**config.mk**
```make
export PLATFORM = sky130hd
export DESIGN_NAME = pvic_top
export DESIGN_NICKNAME = d
export VERILOG_FILES = /design/src/rtl/pvic_pkg.sv /design/src/rtl/pvic_edge_latch.sv /design/src/rtl/pvic_arbiter.sv /design/src/rtl/pvic_ack_seq.sv /design/src/rtl/pvic_top.sv
export SDC_FILE = /design/constraint.sdc
export NUM_CORES = 1
export LEC_CHECK = 0
export BUFFER_PORTS_ARGS = -buffer_cell sky130_fd_sc_hd__buf_2
export CELL_PAD_IN_SITES_DETAIL_PLACEMENT = 0
export CELL_PAD_IN_SITES_GLOBAL_PLACEMENT = 2
export CORE_MARGIN = 10
export CORE_UTILIZATION = 21
export DETAILED_ROUTE_END_ITERATION = 10
export PLACE_DENSITY = 0.83
export SLEW_MARGIN = 20
export SYNTH_ARGS = -nofsm -noshare
export SYNTH_HDL_FRONTEND = slang
export SYNTH_SLANG_ARGS = --single-unit
```
**constraint.sdc**
```tcl
create_clock -name clk -period 1 [get_ports clk]
set_input_delay 0.1 -clock clk [delete_from_list [all_inputs] [get_ports clk]]
set_output_delay 0.1 -clock clk [all_outputs]
set_load 0.1 [all_outputs]
```
**src/rtl/pvic_pkg.sv**
```systemverilog
package pvic_pkg;

    typedef enum logic [2:0] {
        SRC_NONE = 3'd0,
        SRC_NMI  = 3'd1,
        SRC_EDGE = 3'd2,
        SRC_HI   = 3'd3,
        SRC_LO   = 3'd4,
        SRC_GEN  = 3'd5
    } src_e;

    localparam int NSRC    = 5;
    localparam int MASK_W  = 3;
    localparam int VEC_W   = 16;

    // highest priority in the most significant bit
    typedef struct packed {
        logic nmi;
        logic edg;
        logic hi;
        logic lo;
        logic gen;
    } req_t;

    // restart numbers are counted in halves: vector = halves * 4
    function automatic logic [VEC_W-1:0] vec_of(input src_e s);
        logic [VEC_W-1:0] halves;
        case (s)
            SRC_NMI:  halves = 16'd9;
            SRC_EDGE: halves = 16'd15;
            SRC_HI:   halves = 16'd13;
            SRC_LO:   halves = 16'd11;
            default:  halves = 16'd0;
        endcase
        return halves << 2;
    endfunction

endpackage

```
**src/rtl/pvic_edge_latch.sv**
```systemverilog
module pvic_edge_latch #(
    parameter bit NEED_LEVEL = 1'b0
) (
    input  logic clk,
    input  logic rst,
    input  logic pin,
    input  logic clr,
    output logic q
);
    logic prev_q;
    logic hold_q;
    logic rise;

    assign rise = pin & ~prev_q;

    always_ff @(posedge clk) begin
        if (rst) prev_q <= 1'b0;
        else     prev_q <= pin;
    end

    generate
        if (NEED_LEVEL) begin : g_level
            // request dies as soon as the line drops
            always_ff @(posedge clk) begin
                if (rst) hold_q <= 1'b0;
                else     hold_q <= pin & (hold_q | rise) & ~clr;
            end
            assign q = hold_q & pin;
        end else begin : g_pulse
            always_ff @(posedge clk) begin
                if (rst) hold_q <= 1'b0;
                else     hold_q <= (hold_q | rise) & ~clr;
            end
            assign q = hold_q;
        end
    endgenerate
endmodule

```
**src/rtl/pvic_arbiter.sv**
```systemverilog
module pvic_arbiter
    import pvic_pkg::*;
(
    input  req_t            req,
    output src_e            win,
    output logic [NSRC-1:0] grant
);
    logic [NSRC-1:0] rv;
    logic [NSRC-1:0] higher;

    assign rv = req;

    // grant bit i only when no higher bit is set
    generate
        for (genvar i = NSRC - 1; i >= 0; i--) begin : g_chain
            if (i == NSRC - 1) begin : g_top
                assign higher[i] = 1'b0;
            end else begin : g_rest
                assign higher[i] = higher[i+1] | rv[i+1];
            end
            assign grant[i] = rv[i] & ~higher[i];
        end
    endgenerate

    always_comb begin
        unique case (1'b1)
            grant[4]: win = SRC_NMI;
            grant[3]: win = SRC_EDGE;
            grant[2]: win = SRC_HI;
            grant[1]: win = SRC_LO;
            grant[0]: win = SRC_GEN;
            default:  win = SRC_NONE;
        endcase
    end
endmodule

```
**src/rtl/pvic_ack_seq.sv**
```systemverilog
module pvic_ack_seq (
    input  logic clk,
    input  logic rst,
    input  logic start,
    input  logic t2_in,
    output logic ack_n,
    output logic busy
);
    logic act_q;

    always_ff @(posedge clk) begin
        if (rst)        act_q <= 1'b0;
        else if (start) act_q <= 1'b1;
        else if (t2_in) act_q <= 1'b0;
    end

    assign busy  = act_q;
    assign ack_n = ~(act_q & t2_in);
endmodule

```
**src/rtl/pvic_top.sv**
```systemverilog
module pvic_top
    import pvic_pkg::*;
#(
    parameter int ADDR_W = 16
) (
    input  logic              clk,
    input  logic              rst,
    input  logic              nmi_pin,
    input  logic              edge_pin,
    input  logic              lvl_hi_pin,
    input  logic              lvl_lo_pin,
    input  logic              gen_pin,
    input  logic              sample_stb,
    input  logic              en_cmd,
    input  logic              dis_cmd,
    input  logic              mask_wr,
    input  logic [3:0]        mask_wdata,
    input  logic              t2_in,
    output logic              pending,
    output logic              take,
    output logic [ADDR_W-1:0] vec,
    output logic              ack_n
);
    localparam int CLR_BIT = MASK_W;

    logic              ie_q;
    logic [MASK_W-1:0] mask_q;
    logic              nmi_req;
    logic              edge_held;
    logic              accept;
    logic              clr_nmi;
    logic              clr_edge;
    logic              ack_busy;
    logic              take_q;
    logic [ADDR_W-1:0] vec_q;
    req_t              req;
    src_e              win;
    logic [NSRC-1:0]   grant;

    pvic_edge_latch #(.NEED_LEVEL(1'b1)) u_nmi (
        .clk(clk), .rst(rst), .pin(nmi_pin), .clr(clr_nmi), .q(nmi_req)
    );

    pvic_edge_latch #(.NEED_LEVEL(1'b0)) u_edge (
        .clk(clk), .rst(rst), .pin(edge_pin), .clr(clr_edge), .q(edge_held)
    );

    always_comb begin
        req.nmi = nmi_req;
        req.edg = edge_held  & ie_q & ~mask_q[2];
        req.hi  = lvl_hi_pin & ie_q & ~mask_q[1];
        req.lo  = lvl_lo_pin & ie_q & ~mask_q[0];
        req.gen = gen_pin    & ie_q;
    end

    pvic_arbiter u_arb (.req(req), .win(win), .grant(grant));

    assign pending  = |req;
    assign accept   = sample_stb & pending;
    assign clr_nmi  = accept & (win == SRC_NMI);
    assign clr_edge = (accept & (win == SRC_EDGE)) | (mask_wr & mask_wdata[CLR_BIT]);

    always_ff @(posedge clk) begin
        if (rst)                   ie_q <= 1'b0;
        else if (accept | dis_cmd) ie_q <= 1'b0;
        else if (en_cmd)           ie_q <= 1'b1;
    end

    always_ff @(posedge clk) begin
        if (rst)          mask_q <= '1;
        else if (mask_wr) mask_q <= mask_wdata[MASK_W-1:0];
    end

    always_ff @(posedge clk) begin
        if (rst) begin
            take_q <= 1'b0;
            vec_q  <= '0;
        end else begin
            take_q <= accept;
            if (accept) vec_q <= ADDR_W'(vec_of(win));
        end
    end

    pvic_ack_seq u_ack (
        .clk(clk), .rst(rst), .start(accept & (win == SRC_GEN)),
        .t2_in(t2_in), .ack_n(ack_n), .busy(ack_busy)
    );

    assign take = take_q;
    assign vec  = vec_q;
endmodule

```
* Yosys cells after proc, flatten, opt, wreduce, memory -nomap -nowiden *
Index checks and enable logic that the tools add are counted.

word-level totals
  register bits = 24
  input bits = 16
  output and inout bits = 19
  word-level logic and storage cells = 63

operators by class
  eq/ne operators = 5
  muxes and demuxes = 4
  bitwise gates (word level) = 42
  reductions and logical operators = 3

operator list
  cell                count
  $and 1x1->1         23
  $pmux 4 s4          1
  $pmux 3 s5          1
  $not 1->1           12
  $or 1x1->1          7
  $eq 3x2->1 const B  2
  $eq 3x3->1 const B  2
  $reduce_or 5->1     1
  $eq 3x1->1 const B  1
  $mux 1              2
  $reduce_bool 2->1   1
  $reduce_or 2->1     1

* Depth between registers and ports, before layout *
Gate-level depths: netlist of the first run.

  word-level depth = 13
  depth in mapped cells = 4
  mapped depth without buffers = 4

* Modules after synthesis *
A second synthesis of the first run with hierarchy kept.

unflattened totals
  cells, all modules = 92
  area, all modules = 827.0 µm²

modules (own cells, without submodules)
  module                    instances  cells an instance  area each (µm²)  seq. area each (µm²)
  pvic_top                  1          63                 560.5            160.2
  pvic_arbiter              1          12                 76.3             0.0
  pvic_edge_latch (u_nmi)   1          6                  76.3             40.0
  pvic_edge_latch (u_edge)  1          6                  71.3             40.0
  pvic_ack_seq              1          5                  42.5             20.0

* Worst setup path after synthesis of the first run *
No wires, ideal clock.

  path kind = flip-flop to output port
  start point = register vec[2] (netlist name)
  end point = output vec[5]
  arrival = 1374 ps
  data required time = 900 ps
  slack = -474 ps
  cell stages (with the launch flop) = 2
  path buffers = 1
  cells stage by stage = dfxtp_1 buf_4

RTL lines
  item              RTL line        RTL
  end: declaration  pvic_top.sv:21  output logic [ADDR_W-1:0] vec,

* Worst setup path in the final report of the first run *
  start point = register ie_q
  end point = output pending

on the way
  cells in the longest elaborated chain, start to end = 3

RTL lines
  item                                                RTL line                                        RTL
  start: declaration                                  pvic_top.sv:26                                  logic ie_q;
  start signal: assignment                            pvic_top.sv:64                                  if (rst) ie_q <= 1'b0;
  start signal: assignment                            pvic_top.sv:65                                  else if (accept | dis_cmd) ie_q <= 1'b0;
  start signal: assignment                            pvic_top.sv:66                                  else if (en_cmd) ie_q <= 1'b1;
  $and 1x1->1, on equally long branches (2 in a row)  pvic_top.sv:52, pvic_top.sv:50, pvic_top.sv:51
  $reduce_or 5->1 *                                   pvic_top.sv:58                                  assign pending = |req;
  end: declaration                                    pvic_top.sv:19                                  output logic pending,

Every way passes the cells marked *; elsewhere a longest branch is shown, timed or not.

==> results_dict.tcl, run 1 <==
set metrics [dict create \
    fin_ws_ns -0.349 \
    ys_ff_latch 13 \
    antenna_found_initial 0 \
    route.detailed.drc 0 \
    synth_ff_type "dfxtp_1" \
    endpoint_kind "output pin" \
    syn_inst 72 \
    fill_cells 321 \
    num_vias 564 \
    rrSetupSlack_ns -0.29 \
    dr.pass1.iters 2 \
    setup_viol 8 \
    grt_pass1_wl_um 2690 \
    worstPathCellList "a22o_1 -> a21oi_4 -> nand2_4 -> buf_12" \
    fp.dieArea_um2 5760 \
    max-vdd-ir-drop_v 0.000775 \
    design_area_um2 1050 \
    slew_viol_final 0 \
    pin_count 35 \
    hpwl_um 1340 \
    coreArea_um2 3030 \
    critPathKind "reg -> out" \
    regArea_um2 273 \
    synth_top_area_share_pct 39.7 \
    clock-sinks 13 \
    cp_slowest_cell "dfxtp_2" \
    fmax_mhz 741 \
    clkTransAtPathRegs_ns 0.08 \
    final-hold-violation-count 0 \
    root_buffer "clkbuf_4" \
    placement.io_buffers 22 \
    synthTopCellsByArea "dfxtp_1 (40%), buf_4 (15%), nor2b_1 (7.6%)" \
    outcome "finished, violations left" \
    grt_max_degree 14 \
    netlist_area_um2 656 \
    placed_cell_area_um2 953 \
    cts_tree "done" \
    yosysSeqAreaShare_pct 39.7 \
    dp_cells 141 \
    start_kind "flop" \
    fin_crit_ns 1.35 \
    async_reset_ff_share_pct 0 \
    vias_per_cell 3.79 \
    hold_path_class "in -> reg" \
    dieWidth_um 75.9 \
    start_util_pct 21.7 \
    die_height_um 75.9 \
    maxCapViolations 0 \
    yosysTopAreaCell "dfxtp_1" \
    area_growth_pct 60.5 \
    drtIter0Drc 11 \
    insertion_delay_ns 0.28 \
    yosysWarnings 0 \
    finalWirelength_um 1660 \
    grt_pass1_vias 603 \
    period_share_pct 135 \
    worstPathRequired_ns 0.90 \
    cts_buffers 3 \
    synth_edf_count 0 \
    dp_worst_setup_slack_ns -0.144 \
    grt_overflow 0 \
    synth_commonest_cells "buf_4 (13), dfxtp_1 (13), nor2b_1 (8), nand2_1 (6), nand2b_1 (4)" \
    rsz0062_at_grt "true" \
    cp_max_fo 5 \
    p_leak_nw 0.458 \
    drive_gt1_share_pct 52.4 \
    fp-row-count 20 \
    violations "negative setup slack" \
    arrival_ns 1.25 \
    wl_per_cell_um 11.1 \
    hold_ws_ns 0.0180 \
    instances_no_fill 149 \
    multiInputGateArea_um2 394 \
    critPathMaxStageDelay_ns 0.36 \
    n_antenna_cell 0 \
    cts_max_level 1 \
    clock_path_buffers 2 \
    ant_nets 0 \
    final.setup_skew_ns 0.00812 \
    finalPower_mw 1.38 \
    p_per_area_nw_per_um2 1310 \
    track_usage_pct 6.12 \
    synth_cell_type_count 25 \
    gp_congestion 0.798 \
    nets 122 \
    synth.avg_cell_area_um2 9.11 \
]
-- cells by family after synthesis --
logic type      synth area share, %
compound gates                 21.0
buf+inv                        16.6
flops                          39.7
other cells                   0.572
simple gates                   22.1
-- placed cells by master, fill, tap and decap left out, types with 3 or more instances in the layout --
| master | Yosys | layout |
|---|---|---|
| nor2b_1 | 8 | 8 |
| nand2_1 | 6 | 3 |
| a211o_1 | 3 | 3 |
| buf_4 | 13 | 8 |
| buf_12 | 0 | 7 |
| dfxtp_1 | 13 | 5 |
| clkbuf_4 | 0 | 3 |
| conb_1 | 1 | 12 |
| dfxtp_2 | 0 | 7 |
| buf_2 | 0 | 15 |
-- power by group --
part           internal (mW)  total [mW]  switching, mW  leakage (nW)
Sequential             0.543       0.562         0.0186         0.110
Clock                  0.155       0.323          0.168        0.0150
Combinational          0.137       0.497          0.359         0.333
Total                  0.835        1.38          0.546         0.458
-- through the flow --
step	utilization, %	TNS [ns]
finish	34.8	-1.72
global route	34.8	-2.21
CTS	33.8	-1.53
detailed placement	31.5	-0.642
global placement	31.5	-0.494
floorplan	-	-0.204
-- final cells by class --
| type | count | area share (%) |
|---|---|---|
| Sequential cell | 13 | 25.9 |
| Tap cell | 44 | 5.23 |
| Multi-Input combinational cell | 54 | 37.5 |
| Timing Repair Buffer | 32 | 28.2 |
| Clock buffer | 4 | 2.50 |
| Inverter | 2 | 0.713 |
-- routing by layer --
| metal | vias to the layer above | global-route usage, % | part of all wire, % |
|---|---|---|---|
| met5 | - | 0 | 0 |
| met4 | 0 | 1.24 | 0 |
| met3 | 0 | 4.43 | 12 |
| met2 | 20 | 10.3 | 51 |
| met1 | 256 | 6.03 | 38 |
| li1 | 288 | - | - |
-- worst max-delay path, delay by kind of cell, from the launching register on --
family / cells / cell delay (ns)
buffers and inverters: 1 / 0.17
AOI/OAI and AO/OA: 2 / 0.38
DFF: 1 / 0.36
and+or+nand+nor: 1 / 0.07
-- what timing repair did --
item                                    CTS  global route
pin swaps                                 3             3
resized for setup                         3             7
hold buffers                              1             0
endpoints found under the setup margin    8             9
endpoints found under the hold margin     1             0
buffers inserted                          2             1
-- final timing paths --
kind	startpoint	to	cells after the start
setup / recovery	ie_q	pending	4
setup reg to reg	ie_q	ie_q	6
hold reg to reg	vec[4]	vec[4]	2
hold / removal	mask_wdata[3]	u_edge.q	2
-- sequential cells by signal, indices dropped and copies added (netlist names) --
register / cells
vec: 3
u_edge.prev_q: 1
u_nmi.prev_q: 1
ie_q: 1
mask_q: 3
take: 1
u_nmi.hold_q: 1
u_edge.q: 1
u_ack.busy: 1
Power figures use the tool's default switching activity.
==> run 2: changes to the inputs <==
--- a/config.mk
+++ b/config.mk
@@ -9,10 +9,11 @@
 export CELL_PAD_IN_SITES_DETAIL_PLACEMENT = 0
 export CELL_PAD_IN_SITES_GLOBAL_PLACEMENT = 2
 export CORE_MARGIN = 10
-export CORE_UTILIZATION = 21
+export CORE_UTILIZATION = 23
 export DETAILED_ROUTE_END_ITERATION = 10
 export PLACE_DENSITY = 0.83
 export SLEW_MARGIN = 20
 export SYNTH_ARGS = -nofsm -noshare
 export SYNTH_HDL_FRONTEND = slang
+export SYNTH_HIERARCHICAL = 1
 export SYNTH_SLANG_ARGS = --single-unit
==> run 2 against run 1 <==
  * The flow still finishes with violations (negative setup slack)
  * Clock skew shrank 0.0060 ns
  * Critical path depth increased by 1
  * Via count grew 24%
  * Design area increased by 24%
  * Maximum frequency fell by 14%
  * Synthesized cell count up 22%
  * Global-route usage grew 0.81 points
  * Clock power shrank 2%
  * Largest cell class unchanged
  * Highest routed layer is now met4
==> results_dict.tcl, run 2 <==
set metrics [dict create \
    outcome "finished, violations left" \
    violations "negative setup slack" \
    final-hold-violation-count 0 \
    die_height_um 79.0 \
    seq_power_share_pct 40.3 \
    p_switching_mw 0.528 \
    switching_share_pct 38.2 \
    p_leak_nw 0.565 \
    root_buffer "clkbuf_4" \
    yosysWarnings 6 \
    worstPathRequired_ns 1.16 \
    ant_nets 0 \
    antenna_found_initial 0 \
    cts_tree "done" \
    layout_commonest_cell "buf_4" \
    clkPwrFrac_pct 22.8 \
    final.setup_skew_ns 0.00209 \
    multiInputGateArea_um2 598 \
    grt_pass1_wl_um 3570 \
    syn_inst 88 \
    pin_count 35 \
    instances_no_fill 174 \
    cts_max_level 1 \
    dieWidth_um 79.0 \
    maxCapViolations 0 \
    hpwl_um 1620 \
    rr_worst_depth 5 \
    clock_path_buffers 2 \
    worst_r2r_startpoint "u_nmi/hold_q" \
    route.detailed.drc 0 \
    clock-sinks 13 \
    drtIter0Drc 24 \
    final_cell_mix "buf_4 (16), buf_2 (15), conb_1 (12), dfxtp_2 (8), buf_12 (7)" \
    n_antenna_cell 0 \
    nets 145 \
    fp-row-count 21 \
    slew_viol_final 0 \
    combPwrFrac_pct 36.9 \
    cp_max_fo 6 \
    dp_cells 165 \
    fin_ws_ns -0.575 \
    insertion_delay_ns 0.27 \
    cts_buffers 3 \
    arrival_ns 1.73 \
    grt_pass1_vias 811 \
    hold_path_class "in -> reg" \
    hold_ws_ns 0.0372 \
    clkTransAtPathRegs_ns 0.08 \
    start_util_pct 24.0 \
    vias_per_cell 4.03 \
    endpoint_kind "flop" \
    gp_congestion 0.716 \
    coreArea_um2 3340 \
    grt_overflow 0 \
    grt_max_degree 10 \
    dr.pass1.iters 2 \
    netlist_area_um2 800 \
    critPathKind "reg -> reg" \
    synth.avg_cell_area_um2 9.09 \
    fin_util_pct 39.3 \
    setup_viol 9 \
    rsz0062_at_grt "true" \
    drive_gt1_share_pct 64.1 \
    placement.io_buffers 22 \
    rrSetupSlack_ns -0.58 \
    period_share_pct 158 \
    p_per_area_nw_per_um2 1060 \
    finalSetupTns_ns -4.54 \
    whs_path_depth 2 \
    reg2reg_to "vec[3]" \
    wl_per_cell_um 12.5 \
    fill_cells 358 \
    fp.dieArea_um2 6230 \
    fin_crit_ns 1.58 \
    max-vdd-ir-drop_v 0.000352 \
    p_int_mw 0.856 \
    start_kind "flop" \
    finalWirelength_um 2170 \
    hold_end "mask_q[2]" \
    track_usage_pct 6.94 \
    regArea_um2 274 \
    min_from "mask_wdata[2]" \
    dp_worst_setup_slack_ns -0.640 \
    hold_buffers 0 \
    fmax_mhz 635 \
    area_growth_pct 63.9 \
    num_vias 702 \
]
[run 2: how the worst max path moves through the flow]
stage	slack [ns]	endpoint	from	cells after the start
floorplan	-0.55	vec[3]	u_nmi/hold_q	4
global placement	-0.61	vec[2]	mask_q[0]	7
detailed placement	-0.64	vec[2]	mask_q[0]	7
CTS	-0.58	pending	u_nmi/hold_q	6
global route	-0.64	pending	u_nmi/hold_q	6
finish	-0.58	vec[3]	u_nmi/hold_q	5
[run 2: area by class of cell]
class                      count  area share, %
clock buffer                   4           2.01
timing repair buffer          39           26.5
inverter                       2          0.573
sequential                    13           20.9
multi-input combinational     70           45.7
tap                           46           4.39
[run 2: timing repair]
item,4_1_cts,5_1_grt
pin swaps,2,2
buffers inserted,5,1
endpoints found under the setup margin,9,11
resized for setup,19,8
[run 2: metal layers]
| metal | global-route usage [%] | vias to the layer above | part of all wire [%] |
|---|---|---|---|
| li1 | - | 353 | - |
| met1 | 6.98 | 328 | 40 |
| met2 | 12.6 | 19 | 52 |
| met3 | 2.93 | 2 | 7.1 |
| met4 | 2.15 | 0 | 0.37 |
| met5 | 0 | - | 0 |
[run 2: power by group through the flow]
| stage | logic, mW | registers (mW) | clock network (mW) |
|---|---|---|---|
| after floorplan | 0.376 | 0.579 | 0 |
| after global routing | 0.535 | 0.560 | 0.362 |
| after global placement | 0.450 | 0.565 | 0 |
| after CTS | 0.495 | 0.557 | 0.340 |
| after detailed placement | 0.454 | 0.566 | 0 |
| final | 0.511 | 0.558 | 0.316 |
[run 2: per-stage QoR]
| step | cell area, um2 | total power, mW |
|---|---|---|
| 2_1_floorplan | 893 | 0.955 |
| 3_3_place_gp | 1140 | 1.01 |
| 3_5_place_dp | 1140 | 1.02 |
| 4_1_cts | 1280 | 1.39 |
| 5_1_grt | 1310 | 1.46 |
| 6_report | 1310 | 1.38 |
[run 2: critical path, cell delays in order, from the launching register on]
cell	delay, ns
dfxtp_1	0.31
and2_4	0.16
or2_4	0.25
o41ai_4	0.25
buf_6	0.20
mux2_4	0.30
